<file path="src/rtl/fnmod_pkg.sv">
package fnmod_pkg;
  typedef enum logic {
    SWEEP_RISE = 1'b0,
    SWEEP_FALL = 1'b1
  } sweep_dir_e;

  function automatic sweep_dir_e dir_of(input logic msb);
    return msb ? SWEEP_FALL : SWEEP_RISE;
  endfunction
endpackage

</file>
<file path="src/rtl/fnmod_sweep.sv">
module fnmod_sweep #(
  parameter int CODE_W = 4
) (
  input  logic              clk,
  input  logic              rst,
  input  logic              step_en,
  output logic [CODE_W-1:0] code_q
);
  import fnmod_pkg::*;

  localparam int PH_W = CODE_W + 1;

  logic [PH_W-1:0]   phase_q;
  logic [PH_W-1:0]   phase_nxt;
  logic [CODE_W-1:0] code_nxt;
  sweep_dir_e        dir_nxt;

  always_comb begin
    phase_nxt = phase_q + PH_W'(1);
    dir_nxt   = dir_of(phase_nxt[PH_W-1]);
    if (dir_nxt == SWEEP_FALL) code_nxt = ~phase_nxt[CODE_W-1:0];
    else                       code_nxt =  phase_nxt[CODE_W-1:0];
  end

  always_ff @(posedge clk) begin
    if (rst) begin
      phase_q <= '0;
      code_q  <= '0;
    end else if (step_en) begin
      phase_q <= phase_nxt;
      code_q  <= code_nxt;
    end
  end
endmodule

</file>
<file path="src/rtl/fnmod_dsm.sv">
module fnmod_dsm #(
  parameter int CODE_W = 4
) (
  input  logic              clk,
  input  logic              rst,
  input  logic              fire,
  input  logic [CODE_W-1:0] code,
  output logic              carry_nxt,
  output logic              sel_q
);
  localparam int ACC_W = CODE_W + 1;

  logic [ACC_W-1:0] acc_q;
  logic [ACC_W:0]   sum;

  always_comb begin
    sum       = {1'b0, acc_q} + (ACC_W + 1)'(code);
    carry_nxt = sum[ACC_W];
  end

  always_ff @(posedge clk) begin
    if (rst) begin
      acc_q <= '0;
      sel_q <= 1'b0;
    end else if (fire) begin
      acc_q <= sum[ACC_W-1:0];
      sel_q <= carry_nxt;
    end
  end
endmodule

</file>
<file path="src/rtl/fnmod_div.sv">
module fnmod_div #(
  parameter int MOD_W = 12
) (
  input  logic             clk,
  input  logic             rst,
  input  logic [MOD_W-1:0] base,
  input  logic             wide_sel,
  output logic             term,
  output logic             pulse_q
);
  logic [MOD_W-1:0] cnt_q;
  logic [MOD_W-1:0] reload;

  always_comb begin
    term   = (cnt_q == '0);
    // selected modulus minus one: N for N+1, N-2 for N-1
    reload = wide_sel ? base : base - MOD_W'(2);
  end

  always_ff @(posedge clk) begin
    if (rst) begin
      cnt_q   <= '0;
      pulse_q <= 1'b0;
    end else if (term) begin
      cnt_q   <= reload;
      pulse_q <= 1'b1;
    end else begin
      cnt_q   <= cnt_q - MOD_W'(1);
      pulse_q <= 1'b0;
    end
  end
endmodule

</file>
<file path="src/rtl/fnmod_ctrl.sv">
module fnmod_ctrl #(
  parameter int CODE_W = 4,
  parameter int MOD_W  = 12
) (
  input  logic              clk,
  input  logic              rst,
  input  logic              step_en,
  input  logic [MOD_W-1:0]  base_mod,
  output logic              fb_pulse,
  output logic              mod_sel,
  output logic [CODE_W-1:0] tri_code
);
  logic term;
  logic carry_nxt;

  fnmod_sweep #(.CODE_W(CODE_W)) u_sweep (
    .clk     (clk),
    .rst     (rst),
    .step_en (step_en),
    .code_q  (tri_code)
  );

  fnmod_dsm #(.CODE_W(CODE_W)) u_dsm (
    .clk       (clk),
    .rst       (rst),
    .fire      (term),
    .code      (tri_code),
    .carry_nxt (carry_nxt),
    .sel_q     (mod_sel)
  );

  fnmod_div #(.MOD_W(MOD_W)) u_div (
    .clk      (clk),
    .rst      (rst),
    .base     (base_mod),
    .wide_sel (carry_nxt),
    .term     (term),
    .pulse_q  (fb_pulse)
  );
endmodule

</file>
<file path="config.mk">
export PLATFORM = sky130hd
export DESIGN_NAME = fnmod_ctrl
export DESIGN_NICKNAME = d
export VERILOG_FILES = /design/src/rtl/fnmod_pkg.sv /design/src/rtl/fnmod_sweep.sv /design/src/rtl/fnmod_dsm.sv /design/src/rtl/fnmod_div.sv /design/src/rtl/fnmod_ctrl.sv
export SDC_FILE = /design/constraint.sdc
export NUM_CORES = 1
export LEC_CHECK = 0
export ABC_AREA = 1
export BUFFER_PORTS_ARGS = -buffer_cell sky130_fd_sc_hd__buf_4
export CORE_UTILIZATION = 40
export CTS_CLUSTER_DIAMETER = 150
export DETAILED_ROUTE_END_ITERATION = 10
export HOLD_SLACK_MARGIN = 0.03
export SYNTH_ARGS = -nofsm -noshare
export SYNTH_HDL_FRONTEND = slang
export SYNTH_HIERARCHICAL = 1
export SYNTH_SLANG_ARGS = --single-unit
</file>
<file path="constraint.sdc">
create_clock -name clk -period 3.2 [get_ports clk]
set_input_delay 0.16 -clock clk [delete_from_list [all_inputs] [get_ports clk]]
set_output_delay 0.16 -clock clk [all_outputs]
set_load 0.02 [all_outputs]
</file>
==> run summary, run 1 <==
The die covers 5340 µm². The top flip-flop cell by instance count after synthesis is sky130_fd_sc_hd__dfxtp_1. Max-cap violations in this run came to 0. The run gives 0 as the initial antenna violation count. The total count of max-transition violations in the final report was 0; the CTS buffer count was 3.

The largest single stage delay on the critical path is 380 ps. The minimum clock period after layout was 2040 ps. The number of cells on the worst reg-to-reg path came out at 11. The tools report the launching element type of the critical path as a register.

The library cells used most frequently in the layout, excluding fill and tap cells, are sky130_fd_sc_hd__nand2_1, sky130_fd_sc_hd__nor2_1, sky130_fd_sc_hd__inv_1. 0 antenna diodes ended up in the layout. The count of buffering cells on the critical path with inverters included came out at 1. Endpoint of the worst-slack reg-to-reg timing path: u_div/cnt_q[8]. The arrival time of data at the critical path endpoint was 2210 ps. The fraction of layout cells with a size suffix above 1 was 17.8%; the average wire per standard cell was 11.4 µm.

In the final layout, the multi-input gates occupy 1260 µm². Tracing the worst setup path back leads to its startpoint at u_sweep/code_q[2]. The tools report the launch instance of the worst min-delay path as step_en. The slowest stage of the critical path belongs to the cell sky130_fd_sc_hd__ha_1.

TritonCTS built the clock tree. The total standard cell area after synthesis is 2020 µm², and the clock latency on the worst-skew pair is 270 ps. The remaining antenna violation count after routing was 0; the number of enable flip-flop cells after synthesis was 0. For this design, the CTS-stage hold fixing added 0 buffers. At the pin with the least slew margin, the transition time is 734 ps.

Of all nets on the critical path, the largest fanout is 6. The endpoint type of the worst setup path was a register. The layout overhead on the synthesized area came out at 12.3%. By startpoint and endpoint, the worst setup path is classified as register to register.

The H-tree level count is 1, and the half-perimeter wire length after placement is 3510 µm. Across the VDD grid, the largest voltage drop is 0.000327 V. The first global-routing pass estimated 7800 µm of wire. Counting every sink on the clock net gives 28. The post-synthesis sequential element count was 28; the y dimension of the die was 73.1 µm. The worst pin sits at a relative slew slack of 50.8%. The final critical path takes up 63.6% of the cycle.

Global routing used 18.7% of the available tracks across all layers. The logs give 0.856 for the last weighted congestion value of the routability-driven placer and 0 for the final number of setup-violating endpoints. Sequential cells were found to cover 27.7% of the synthesized design area. In this run the core area contains 25 standard-cell rows. Yosys printed 6 warnings.

The mean number of vias per cell is 4.82. Data on the critical path is required at its endpoint by 3370 ps. For the filler cell count, the log shows 498. Sum of negative setup slack: 0 ps.

Clock root buffer master: sky130_fd_sc_hd__clkbuf_8. For the gate count after technology mapping, the log shows 306. The floorplan step set the die width to 73.1 µm. The area of all sequential standard cells is 561 µm². The total overflow left after global routing is 0. The run gives 0 as the hold violation count in the final report. The flow ran to the end, and the final reports show no timing, DRC or antenna violations. The run gives 1160 ps as the register-to-register setup slack.

In this run the number of cells on the critical path is 11. The cell type with the highest occurrence count on the critical path is sky130_fd_sc_hd__nor2_1. The library cell used most frequently in the layout, excluding fill and tap cells, is sky130_fd_sc_hd__nand2_1.

For this design the ratio of total power to cell area is 693 nW/µm². The logs give 352 for the number of nets in the finished design and 0 for the count of instances resized after the clock tree is built. The synthesized netlist contains 32 unique library cells. Setup repair after global routing left no endpoint under its margin. The cell class contributing the biggest share of worst-path delay was simple AND/OR/NAND/NOR gates.

The final wirelength is 4470 µm, and the leakage dissipation is 1.13 nW. On the final layout, the worst clock skew is 4.07 ps. After synthesis, the mean cell area works out to 6.60 µm². Slack of the critical path: 1160 ps. The pin count of the biggest net entering global routing is 19. Static timing analysis puts the maximum clock frequency at 0.491 GHz. The logs give 4790 µm² for the area of the core and 4 for the first-pass iteration count of the detailed router. The worst hold path stage count is 2, and the worst slack at placement is 1190 ps. After detailed routing, the number of remaining DRC violations is 0. The routed layout has 1,895 vias. The initial core utilization was 42.2%.

The worst register-to-register path begins at u_sweep/code_q[2]. The number of buffers on the longest clock path came out at 2. Count of buffers inserted at the top-level ports: 20. The min-delay analysis places its worst path in the category primary input to register.

For this block, the initial DRC count from the detailed router was 137. For this run, asynchronously set or reset flops after synthesis account for 0%. The net count after synthesis was 330; the clock transition at the registers of the reported paths was 90 ps. The path with the worst hold slack has its endpoint at u_sweep/code_q[2]. Via count of the first global-routing pass: 1,799. The run gives 0 as the post-CTS setup repair buffer count. For this design the top-level I/O count stands at 21.

Final hold analysis gives a worst-case slack of 167 ps. The signal on the critical path passes through ha_1 -> nand2_1 -> nand3_2 -> nand2_2 -> nand2_1 -> nor2_1 -> inv_1 -> nor2_1 -> a21boi_0 -> nor3_2 -> nor2_1.
==> layer usage <==
metal | global-route usage, % | routed length, µm | vias up
met2 | 31.8 | 2110 | 39
met5 | 0 | 0 | -
li1 | - | - | 1015
met3 | 2.49 | 165 | 6
met4 | 6.32 | 56 | 0
met1 | 24.1 | 2140 | 835
==> cells in the mapped netlist (all sizes together) (2+ instances only) <==
master	number	area (µm²)
a21boi	2	18.8
a21oi	15	78.8
buf	2	18.8
dfxtp	28	561
ha	8	100
inv	45	169
nand2	75	307
nand3	33	195
nand4	7	43.8
nor2	55	261
nor3	3	25.0
o21ai	15	75.1
o21bai	4	30.0
xnor2	2	17.5
xor2	6	52.6
==> cell families (layout without fill, tap and decap cells) <==
kind of cell,count (synthesis),in the layout,synth area share [%]
and+or+nand+nor,175,175,42.5
buffers and inverters,48,68,9.66
AOI/OAI and AO/OA,38,38,10.7
DFF,28,28,27.7
adders and majority gates,9,9,5.94
xor gates and xnor gates,8,8,3.47
==> sequential cells by signal, indices dropped and copies added, names as in the netlist <==
register         count
u_dsm/sel_q          1
u_sweep/code_q       4
u_div/pulse_q        1
u_sweep/phase_q      5
u_dsm/acc_q          5
u_div/cnt_q         12
==> worst max-delay path by stage <==
stage                           to
finish              u_div/cnt_q[8]
global route        u_div/cnt_q[7]
CTS                 u_div/cnt_q[8]
detailed placement  u_div/cnt_q[8]
global placement    u_div/cnt_q[8]
floorplan           u_div/cnt_q[8]
==> worst reg2reg max path: stages (launching register included) <==
cell	delay, ps
sky130_fd_sc_hd__dfxtp_1	350
sky130_fd_sc_hd__ha_1	380
sky130_fd_sc_hd__nand2_1	100
sky130_fd_sc_hd__nand3_2	90
sky130_fd_sc_hd__nand2_2	70
sky130_fd_sc_hd__nand2_1	130
sky130_fd_sc_hd__nor2_1	240
sky130_fd_sc_hd__inv_1	120
sky130_fd_sc_hd__nor2_1	150
sky130_fd_sc_hd__a21boi_0	120
sky130_fd_sc_hd__nor3_2	130
sky130_fd_sc_hd__nor2_1	50
==> final cells by class <==
type / count / area share [%]
repair buffers: 20 / 6.62
clock buffers: 3 / 1.82
inverters: 45 / 7.44
well taps: 67 / 3.69
multi-input cells: 230 / 55.7
flip-flops and latches: 28 / 24.7
==> power by group <==
part / internal, mW / switching [mW] / total [mW]
Clock: 0.0845 / 0.105 / 0.190
Sequential: 0.443 / 0.0817 / 0.525
Combinational: 0.325 / 0.534 / 0.858
Total: 0.853 / 0.721 / 1.57
==> metrics by stage <==
stage               instances  util [%]  power [mW]  cell area, µm²
finish                    393      47.4        1.57            2270
global route              393      47.4        1.74            2270
CTS                       393      47.4        1.59            2270
detailed placement        390      46.6        1.39            2230
global placement          390      46.6        1.39            2230
floorplan                 306         -        1.22            2020
Note: power is estimated with default switching activity, not from simulation.
==> run 2, diff against run 1 <==
==> constraint.sdc (replaced) <==
create_clock -name clk -period 1.85 [get_ports clk]
set_input_delay 0.0925 -clock clk [delete_from_list [all_inputs] [get_ports clk]]
set_output_delay 0.0925 -clock clk [all_outputs]
set_load 0.02 [all_outputs]
==> run summary, run 2 (synthesis results as in run 1) <==
The run finished with clean final reports. The tools report the largest vdd supply drop as 0.000576 V (+76%). The logs give 101 (-26%) for the count of routing violations after the opening detailed-route iteration and 0.875 (+2.3%) for the last weighted congestion value of the routability-driven placer. The tools report the worst clock skew on the final layout as 4.83 ps (+0.761 ps). The worst register-to-register path begins at u_sweep/code_q[1].

Endpoint type of the worst setup path: a register. Register with the most flip-flops: u_div/cnt_q. The clock sink count was 28 (unchanged). The row count is 25 (unchanged), and the total inserted antenna cells is 0 (unchanged). For the remaining antenna violation count after routing, the log shows 0 (unchanged). Worst hold path stage count: 3 (+1).

The half-perimeter wire length after placement is 3530 µm (+0.54%). First-pass GRT wire length: 7650 µm (-1.9%). The root buffer cell chosen for the clock tree is sky130_fd_sc_hd__clkbuf_8. The maximum cell stage delay along the critical path works out to 330 ps (-50 ps). The total via count in the routed design was 1,916 (+1.1%); the number of flip-flops under the largest register name was 12 (unchanged). In the final layout, the registers with the most flip-flops are u_div/cnt_q (12), u_dsm/acc_q (5), u_sweep/phase_q (5).

The layout overhead on the synthesized area came out at 16.8%. The run gives 180 ps (-990 ps) as the register-to-register setup slack. The library cell used most frequently in the layout, excluding fill and tap cells, is sky130_fd_sc_hd__nand2_1. The library cells used most frequently in the layout, excluding fill and tap cells, are sky130_fd_sc_hd__nand2_1, sky130_fd_sc_hd__inv_1, sky130_fd_sc_hd__nor2_1. The achievable frequency was 0.598 GHz (+22%); the worst endpoint required time was 2020 ps (-1350 ps). Part of the cycle the worst path needs: 90.3% (+27 points). The initial antenna violation count was 0 (unchanged). Walking the worst path, the cells encountered are ha_1 -> nand3_2 -> nand3_2 -> nand2_2 -> nand2_2 -> nor2_2 -> inv_1 -> nor2_2 -> a21boi_0 -> nor3_2 -> nor2_1. Via count of the first global-routing pass: 1,734 (-3.6%). For the arrival time of data at the critical path endpoint, the log shows 1840 ps (-370 ps). The number of nets in the finished design is 359 (+2.0%), and the count of max-cap constraint violations is 0 (unchanged). For the floorplan die area, the log shows 5340 µm² (unchanged). The horizontal die dimension is 73.1 µm (unchanged), and the clock latency on the worst-skew pair is 270 ps (about the same).

Setup repair after global routing left no endpoint under its margin. The final number of setup-violating endpoints was 0 (unchanged); the fraction of layout cells with a size suffix above 1 was 21.9% (+4.1 points). The CTS buffer count came out at 3 (unchanged). The hold violation count in the final report was 0 (unchanged); the post-CTS setup repair buffer count was 0 (unchanged). The worst slew slack as a fraction of its limit was 78.1% (+27 points).

For the aggregate global routing overflow, the log shows 0 (unchanged). The logs give 4490 µm (+0.63%) for the final wirelength and 18.4% (-0.30 points) for the global-route usage over all layers. Launching element type of the critical path: a register. The final hold slack is 87.4 ps (-79.8 ps), and the average wire per standard cell is 11.2 µm (-1.4%). The worst hold endpoint is u_div/cnt_q[0]. The clock transition at the registers of the reported paths is 90 ps (about the same), and the number of remaining DRC errors is 0 (unchanged).

The worst-path cell with the longest stage delay was sky130_fd_sc_hd__dfxtp_1. For the area of the core, the log shows 4790 µm² (unchanged). The filler cell count came out at 496 (-0.40%). The areal power density over the cells was 1190 nW/µm² (+72%).

The type of the most critical hold path was primary input to register. The number of buffers on the longest clock path is 2 (unchanged). The sum of negative setup slack is 0 ps (unchanged).

The tools report the leakage dissipation as 1.17 nW (+3.7%). The placed standard-cell area was 2280 µm² (+2.4%). The pin count of the biggest net entering global routing came out at 19 (unchanged). The worst setup path is of the register to register kind. The launch instance of the worst min-delay path is base_mod[0]. The finished layout cell area was 2360 µm² (+4.0%). The minimum clock period after layout was 1670 ps (-364 ps); the peak fanout along the critical path was 4 (-2).

The mean number of vias per cell is 4.78 (-0.91%). The y dimension of the die was 73.1 µm (unchanged); the first-pass iteration count of the detailed router was 4 (unchanged). TritonCTS built the clock tree. The transition at the pin with the smallest max-transition slack is 328 ps (-406 ps). The number of cells on the worst reg-to-reg path is 11 (unchanged), and the count of boundary I/O pins is 21 (unchanged). The initial core utilization is 42.2% (unchanged). The worst register-to-register path ends at u_div/cnt_q[8]. For the H-tree level count, the log shows 1 (unchanged). The total count of max-transition violations in the final report is 0 (unchanged). Count of buffers inserted at the top-level ports: 20 (unchanged).
## run 2: cell count changes in the layout (fill, tap and decap cells not counted), sizes merged
cell    before  now
buf         20   27
clkbuf       3    4
## run 2: critical path: cells and delay by family (launching register included)
family                     cells  cell delay (ps)
adders and majority gates      1              300
and+or+nand+nor                8              720
buffers and inverters          1              100
DFF                            1              330
AOI/OAI and AO/OA              1              100
## run 2: final cells by class
class | count | area, µm² | area share, %
Multi-Input combinational cell | 230 | 1290 | 54.5
Sequential cell | 28 | 563 | 23.8
Timing Repair Buffer | 27 | 203 | 8.59
Inverter | 45 | 169 | 7.15
Tap cell | 67 | 83.8 | 3.55
Clock buffer | 4 | 55.1 | 2.33
## run 2: worst max-delay path by stage
| stage | to | slack [ps] | cells after the start | startpoint |
|---|---|---|---|---|
| floorplan | u_div/cnt_q[8] | 10 | 11 | u_sweep/code_q[1] |
| global placement | u_div/cnt_q[8] | 50 | 11 | u_sweep/code_q[2] |
| detailed placement | u_div/cnt_q[8] | 2 | 11 | u_sweep/code_q[2] |
| CTS | u_div/cnt_q[8] | 20 | 11 | u_sweep/code_q[2] |
| global route | u_div/cnt_q[7] | 6 | 13 | u_dsm/acc_q[2] |
| finish | u_div/cnt_q[8] | 180 | 11 | u_sweep/code_q[1] |
## run 2: routing by layer
metal	wire length, µm	up-vias	GRT usage [%]	part of all wire [%]
met5	0	-	0	0
li1	-	1032	-	-
met1	2100	850	22.2	47
met3	169	2	4.56	3.8
met4	29	0	3.70	0.65
met2	2190	32	32.8	49
## run 2: per-stage QoR
stage | cells | power, mW | utilization (%) | setup WS, ps
3_3_place_gp | 397 | 2.42 | 47.7 | 49.8
6_report | 401 | 2.82 | 49.3 | 179
2_1_floorplan | 306 | 2.10 | - | 11.5
5_1_grt | 401 | 3.09 | 49.3 | 5.51
4_1_cts | 401 | 2.83 | 48.9 | 16.9
3_5_place_dp | 397 | 2.43 | 47.7 | 1.83
## run 2: power by group
group | switching, mW | total (mW) | internal (mW)
registers | 0.142 | 0.912 | 0.770
logic | 0.928 | 1.53 | 0.603
clock network | 0.186 | 0.376 | 0.191
## run 2: timing repair
| action | 4_1_cts | 5_1_grt |
|---|---|---|
| pin swaps | 0 | 1 |
| hold buffers | 0 | 0 |
| gates cloned | 0 | 0 |
| setup endpoints to repair | 1 | 11 |
| gates resized for setup | 1 | 8 |
